$ cat src/rtl/fwa_pkg.sv
package fwa_pkg;
  typedef enum logic [1:0] {
    XFER_PASS   = 2'd0,
    XFER_SPLIT  = 2'd1,
    XFER_GATHER = 2'd2
  } xfer_mode_e;

  // Physical slot for a given beat number of a group.
  // Big-endian walks the slots from the most significant end;
  // little-endian walks them from the least significant end.
  function automatic logic [1:0] slot_of(input logic [1:0] phase,
                                         input logic       big,
                                         input logic       n18);
    logic [1:0] top;
    top = n18 ? 2'd3 : 2'd1;
    return big ? phase : (top - phase);
  endfunction

  // High on the final beat of a group: beat 3 for 18-bit, beat 1 for 36-bit.
  function automatic logic phase_last(input logic [1:0] phase,
                                      input logic       n18);
    return phase == (n18 ? 2'd3 : 2'd1);
  endfunction
endpackage

$ cat src/rtl/fwa_mode_decode.sv
module fwa_mode_decode
  import fwa_pkg::*;
(
  input  logic       cfg_match_en,
  input  logic       cfg_narrow_in,
  output xfer_mode_e mode
);
  always_comb begin
    if (!cfg_match_en)     mode = XFER_PASS;
    else if (cfg_narrow_in) mode = XFER_GATHER;
    else                    mode = XFER_SPLIT;
  end
endmodule

$ cat src/rtl/fwa_split.sv
module fwa_split
  import fwa_pkg::*;
#(
  parameter int LANE_W = 18,
  localparam int LANES = 4,
  localparam int WIDE_W = LANES * LANE_W
) (
  input  logic              clk,
  input  logic              rst_n,
  input  logic              active,
  input  logic              big,
  input  logic              n18,
  input  logic              in_valid,
  output logic              in_ready,
  input  logic [WIDE_W-1:0] in_data,
  output logic              out_valid,
  input  logic              out_ready,
  output logic [WIDE_W-1:0] out_data
);
  logic [LANE_W-1:0] lane [LANES];
  logic [1:0]        phase_q;
  logic [1:0]        slot;
  logic              last;

  // Lane 0 is the most significant quarter of the wide word.
  for (genvar k = 0; k < LANES; k++) begin : g_lane
    assign lane[k] = in_data[WIDE_W-1-k*LANE_W -: LANE_W];
  end

  assign slot      = slot_of(phase_q, big, n18);
  assign last      = phase_last(phase_q, n18);
  assign out_valid = active && in_valid;
  // The wide word is popped only with its last piece.
  assign in_ready  = active && out_ready && last;

  always_comb begin
    out_data = '0;
    if (n18) out_data[LANE_W-1:0] = lane[slot];
    else     out_data[2*LANE_W-1:0] = {lane[{slot[0], 1'b0}], lane[{slot[0], 1'b1}]};
  end

  always_ff @(posedge clk) begin
    if (!rst_n) begin
      phase_q <= '0;
    end else if (out_valid && out_ready) begin
      phase_q <= last ? 2'd0 : phase_q + 2'd1;
    end
  end
endmodule

$ cat src/rtl/fwa_gather.sv
module fwa_gather
  import fwa_pkg::*;
#(
  parameter int LANE_W = 18,
  localparam int LANES = 4,
  localparam int WIDE_W = LANES * LANE_W,
  localparam int NAR_W = 2 * LANE_W
) (
  input  logic              clk,
  input  logic              rst_n,
  input  logic              active,
  input  logic              big,
  input  logic              n18,
  input  logic              in_valid,
  output logic              in_ready,
  input  logic [NAR_W-1:0]  in_data,
  output logic              out_valid,
  input  logic              out_ready,
  output logic [WIDE_W-1:0] out_data
);
  logic [LANE_W-1:0] acc_q [LANES];
  logic [LANES-1:0]  lane_we;
  logic [1:0]        phase_q;
  logic [1:0]        slot;
  logic              full_q;
  logic              in_fire;
  logic              last;

  assign slot      = slot_of(phase_q, big, n18);
  assign last      = phase_last(phase_q, n18);
  assign out_valid = active && full_q;
  // A full word blocks new writes unless it is being drained this cycle.
  assign in_ready  = active && (!full_q || out_ready);
  assign in_fire   = in_valid && in_ready;

  always_comb begin
    lane_we = '0;
    if (in_fire) begin
      if (n18) lane_we[slot] = 1'b1;
      else begin
        lane_we[{slot[0], 1'b0}] = 1'b1;
        lane_we[{slot[0], 1'b1}] = 1'b1;
      end
    end
  end

  for (genvar k = 0; k < LANES; k++) begin : g_acc
    logic [LANE_W-1:0] wr_val;
    // In 36-bit mode the upper half of the narrow word goes to the even lane.
    if (k % 2 == 0) begin : g_even
      assign wr_val = n18 ? in_data[LANE_W-1:0] : in_data[NAR_W-1:LANE_W];
    end else begin : g_odd
      assign wr_val = in_data[LANE_W-1:0];
    end
    always_ff @(posedge clk) begin
      if (!rst_n)          acc_q[k] <= '0;
      else if (lane_we[k]) acc_q[k] <= wr_val;
    end
    assign out_data[WIDE_W-1-k*LANE_W -: LANE_W] = acc_q[k];
  end

  always_ff @(posedge clk) begin
    if (!rst_n) begin
      phase_q <= '0;
      full_q  <= 1'b0;
    end else begin
      if (in_fire) phase_q <= last ? 2'd0 : phase_q + 2'd1;
      if (in_fire && last)            full_q <= 1'b1;
      else if (out_valid && out_ready) full_q <= 1'b0;
    end
  end
endmodule

$ cat src/rtl/fifo_width_adapter.sv
module fifo_width_adapter
  import fwa_pkg::*;
#(
  parameter int LANE_W = 18,
  localparam int WIDE_W = 4 * LANE_W
) (
  input  logic              clk,
  input  logic              rst_n,
  input  logic              cfg_big_end,
  input  logic              cfg_match_en,
  input  logic              cfg_narrow_in,
  input  logic              cfg_narrow_18,
  input  logic              in_valid,
  output logic              in_ready,
  input  logic [WIDE_W-1:0] in_data,
  output logic              out_valid,
  input  logic              out_ready,
  output logic [WIDE_W-1:0] out_data
);
  xfer_mode_e        mode;
  logic              sp_in_ready, sp_out_valid;
  logic [WIDE_W-1:0] sp_out_data;
  logic              ga_in_ready, ga_out_valid;
  logic [WIDE_W-1:0] ga_out_data;

  fwa_mode_decode u_dec (
    .cfg_match_en (cfg_match_en),
    .cfg_narrow_in(cfg_narrow_in),
    .mode         (mode)
  );

  fwa_split #(.LANE_W(LANE_W)) u_split (
    .clk      (clk),
    .rst_n    (rst_n),
    .active   (mode == XFER_SPLIT),
    .big      (cfg_big_end),
    .n18      (cfg_narrow_18),
    .in_valid (in_valid),
    .in_ready (sp_in_ready),
    .in_data  (in_data),
    .out_valid(sp_out_valid),
    .out_ready(out_ready),
    .out_data (sp_out_data)
  );

  fwa_gather #(.LANE_W(LANE_W)) u_gather (
    .clk      (clk),
    .rst_n    (rst_n),
    .active   (mode == XFER_GATHER),
    .big      (cfg_big_end),
    .n18      (cfg_narrow_18),
    .in_valid (in_valid),
    .in_ready (ga_in_ready),
    .in_data  (in_data[2*LANE_W-1:0]),
    .out_valid(ga_out_valid),
    .out_ready(out_ready),
    .out_data (ga_out_data)
  );

  always_comb begin
    unique case (mode)
      XFER_SPLIT: begin
        in_ready  = sp_in_ready;
        out_valid = sp_out_valid;
        out_data  = sp_out_data;
      end
      XFER_GATHER: begin
        in_ready  = ga_in_ready;
        out_valid = ga_out_valid;
        out_data  = ga_out_data;
      end
      default: begin
        in_ready  = out_ready;
        out_valid = in_valid;
        out_data  = in_data;
      end
    endcase
  end
endmodule

$ cat config.mk
export PLATFORM = sky130hd
export DESIGN_NAME = fifo_width_adapter
export DESIGN_NICKNAME = d
export VERILOG_FILES = /design/src/rtl/fwa_pkg.sv /design/src/rtl/fwa_mode_decode.sv /design/src/rtl/fwa_split.sv /design/src/rtl/fwa_gather.sv /design/src/rtl/fifo_width_adapter.sv
export SDC_FILE = /design/constraint.sdc
export NUM_CORES = 1
export LEC_CHECK = 0
export BUFFER_PORTS_ARGS = -buffer_cell sky130_fd_sc_hd__buf_2
export CAP_MARGIN = 20
export CORE_MARGIN = 2
export CORE_UTILIZATION = 49
export CTS_CLUSTER_DIAMETER = 200
export DETAILED_ROUTE_END_ITERATION = 12
export PLACE_DENSITY = 0.85
export SETUP_SLACK_MARGIN = 0.2
export SLEW_MARGIN = 20
export SYNTH_ARGS = -nofsm -noshare
export SYNTH_HDL_FRONTEND = slang
export SYNTH_SLANG_ARGS = --single-unit
$ cat constraint.sdc
create_clock -name clk -period 2.65 [get_ports clk]
set_input_delay 0.1325 -clock clk [delete_from_list [all_inputs] [get_ports clk]]
set_output_delay 0.1325 -clock clk [all_outputs]
set_load 0.02 [all_outputs]
==> impl_metrics.env <==
export IMPL_hold_class="in2reg"
export IMPL_avgSynthCellArea_um2=9.71
export IMPL_cap_violations=0
export IMPL_swShare=0.308
export IMPL_finalHoldViolCount=0
export IMPL_setup_slack_ns=0.299
export IMPL_fin_util=0.599
export IMPL_ys_types=58
export IMPL_wire_per_inst_um=22.3
export IMPL_io_pins=154
export IMPL_row_count=40
export IMPL_drtPass1Iterations=7
export IMPL_period_share=0.887
export IMPL_synth_async_sr_flop_share=0
export IMPL_fmax_ghz=0.425
export IMPL_ant_nets=0
export IMPL_grt_usage=0.303
export IMPL_die_area_um2=12900
export IMPL_cts_htree_levels=3
export IMPL_nets=826
export IMPL_area_delta_synth_final_pct=20.3
export IMPL_grt_max_degree=55
export IMPL_die_h_um=114
export IMPL_dp_final_hpwl_mm=14.2
export IMPL_ys_seq_elements=77
export IMPL_syn_area_um2=5900
export IMPL_gr_total_overflow=0
export IMPL_vias=5961
export IMPL_clock_skew_ns=0.00912
export IMPL_antenna_found_initial=0
export IMPL_port_buffers=153
export IMPL_tns_ns=0
export IMPL_ir_drop_v=0.000416
export IMPL_ys_warnings_count=0
export IMPL_multi_input_area_um2=3230
export IMPL_p_per_area_nw_per_um2=506
export IMPL_tightest_slew_ns=0.805
export IMPL_grt_pass1_wl_mm=30.4
export IMPL_criticalPathCategory="reg2out"
export IMPL_cts_made_buffers=9
export IMPL_setup_viol=0
export IMPL_cts_sinks=77
export IMPL_clk_path_buf_depth=2
export IMPL_dieWidth_um=114
export IMPL_drcViolationCount=0
export IMPL_status="finished, final reports clean"
export IMPL_power_share_clock=0.349
export IMPL_drive_above_1_share=0.353
export IMPL_seq_power_share=0.390
export IMPL_worst_setup_path_end_kind="output pin"
export IMPL_place_ws_ns=0.400
export IMPL_place_congestion=0.903
export IMPL_core_area_um2=11900
export IMPL_slew_headroom=0.463
export IMPL_synth_main_ff_cell="edfxtp_1"
export IMPL_cts_tree="done"
export IMPL_layout_area_seq_um2=2260
export IMPL_cp_start_kind="register"
export IMPL_fin_crit_ns=2.35
export IMPL_initial_utilization=0.498
export IMPL_synth_edf_count=72
export IMPL_first_global_vias=5621
export IMPL_rsz0062_at_grt="false"
export IMPL_slew_violations=0
export IMPL_leakagePower_uw=0.00295
export IMPL_cts_root_buf="clkbuf_16"
export IMPL_fillCellCount=1030
export IMPL_dr_first_iter_drc_count=768
export IMPL_viasPerCell=6.64
export IMPL_cp_data_required_time_ns=2.52
export IMPL_p_comb_frac=0.260
export IMPL_n_antenna_cell=0
export IMPL_internal_power_uw=2490
export IMPL_seq_area_frac_synth=0.383
export IMPL_worstPathMaxFanout=11
export IMPL_synthCells=608
export IMPL_clkTransAtPathRegs_ns=0.06
export IMPL_syn_nets=688
export IMPL_switchingPower_uw=1110
export IMPL_arrival_ns=2.22
export IMPL_clk_latency_ns=0.35
export IMPL_wl_mm=20.0
==> through the flow <==
| stage | instances | power, uW | hold slack (ns) | instance area [um^2] |
|---|---|---|---|---|
| finish | 898 | 3600 | 0.109 | 7100 |
| global route | 898 | 3720 | 0.110 | 7100 |
| CTS | 896 | 3580 | 0.0895 | 7080 |
| detailed placement | 880 | 2350 | 0.445 | 6780 |
| global placement | 880 | 2330 | 0.442 | 6780 |
| floorplan | 608 | 2000 | 0.254 | 5900 |
==> layout by cell type, fill, tap and decap left out, types with 2 or more instances in the layout <==
cell | synthesis | routed
a31oi_1 | 18 | 18
xor2_1 | 3 | 3
buf_2 | 25 | 153
or2_2 | 2 | 2
o21ai_0 | 26 | 22
mux2_2 | 47 | 47
mux2i_1 | 2 | 2
clkinv_1 | 1 | 2
clkinv_2 | 0 | 2
inv_1 | 30 | 30
a41oi_1 | 17 | 17
nor2b_1 | 2 | 2
nand2_1 | 41 | 41
nor2_1 | 39 | 39
a22o_1 | 61 | 61
or3_1 | 35 | 35
a221o_1 | 16 | 16
a221oi_1 | 2 | 2
edfxtp_1 | 72 | 72
mux2_1 | 6 | 6
clkbuf_16 | 0 | 9
o21ai_1 | 6 | 10
a222oi_1 | 18 | 18
nand4_1 | 2 | 2
nand2b_1 | 3 | 3
buf_4 | 6 | 33
a21oi_1 | 21 | 21
nand3_1 | 10 | 10
o211ai_1 | 2 | 2
and2_1 | 37 | 36
dfxtp_1 | 5 | 4
==> sequential cells by signal (all words and copies together) (netlist names) <==
name / flops
u_gather.full_q: 1
u_gather.phase_q: 2
u_gather.acc_q: 72
u_split.phase_q: 2
==> worst paths after layout <==
kind | start | endpoint | slack, ns | depth (start not counted)
setup / recovery | u_split.phase_q[1] | out_data[11] | 0.30 | 5
hold / removal | rst_n | u_gather.full_q | 0.11 | 2
setup reg to reg | u_gather.phase_q[1] | u_gather.acc_q[1][16] | 0.87 | 5
hold reg to reg | u_gather.phase_q[1] | u_gather.phase_q[1] | 0.54 | 2
==> power groups by stage <==
stage | clock network [uW] | logic (uW) | registers [uW]
final | 1260 | 936 | 1400
after global routing | 1310 | 997 | 1410
after CTS | 1250 | 922 | 1400
after detailed placement | 0 | 916 | 1430
after global placement | 0 | 901 | 1430
after floorplan | 0 | 576 | 1420
==> cells in the mapped netlist (all sizes together), types with 3 or more instances <==
library cell | count | area (um^2)
a222oi | 18 | 180
a221o | 16 | 160
a22o | 61 | 534
nand2b | 3 | 18.8
dfxtp | 5 | 100
a21oi | 21 | 105
buf | 40 | 238
a41oi | 17 | 149
nand2 | 41 | 154
inv | 31 | 116
xor2 | 4 | 42.6
or3 | 35 | 219
nor2 | 40 | 153
and2 | 37 | 231
a31oi | 19 | 125
o21ai | 33 | 169
nand3 | 11 | 67.6
mux2 | 53 | 597
edfxtp | 72 | 2160
clkbuf | 19 | 71.3
==> critical path: stages, from the launching register on <==
cell and delay (ns):
dfxtp_1 0.47, and3b_1 0.55, buf_4 0.26, a21oi_1 0.09
a41oi_1 0.28, buf_2 0.22
==> area by class of cell <==
type,count,share of cell area
timing repair buffer,186,0.143
sequential,77,0.319
clock buffer,11,0.0342
multi-input combinational,440,0.455
tap,147,0.0259
inverter,32,0.0169
clock inverter,5,0.00722
==> routing by layer <==
metal | wire, um | vias to the layer above | GRT usage
li1 | - | 2636 | -
met2 | 9680 | 349 | 0.502
met3 | 1580 | 57 | 0.0584
met1 | 8050 | 2919 | 0.390
met5 | 0 | - | 0
met4 | 705 | 0 | 0.128
==> repair_timing <==
| item | in CTS | in global routing |
|---|---|---|
| hold buffers | 0 | 0 |
| buffers inserted | 0 | 2 |
| cloned | 0 | 0 |
| gates resized for setup | 2 | 1 |
| pin swaps | 0 | 1 |
| setup endpoints to repair | 30 | 15 |
| hold endpoints to repair | 0 | 0 |
==> cells by family after synthesis <==
| group | share of synthesized area |
|---|---|
| mux | 0.108 |
| xor+xnor | 0.0114 |
| buf+inv | 0.0727 |
| compound gates | 0.260 |
| simple gates | 0.164 |
| flops | 0.383 |
No activity file was read; power rests on OpenSTA's default activity.
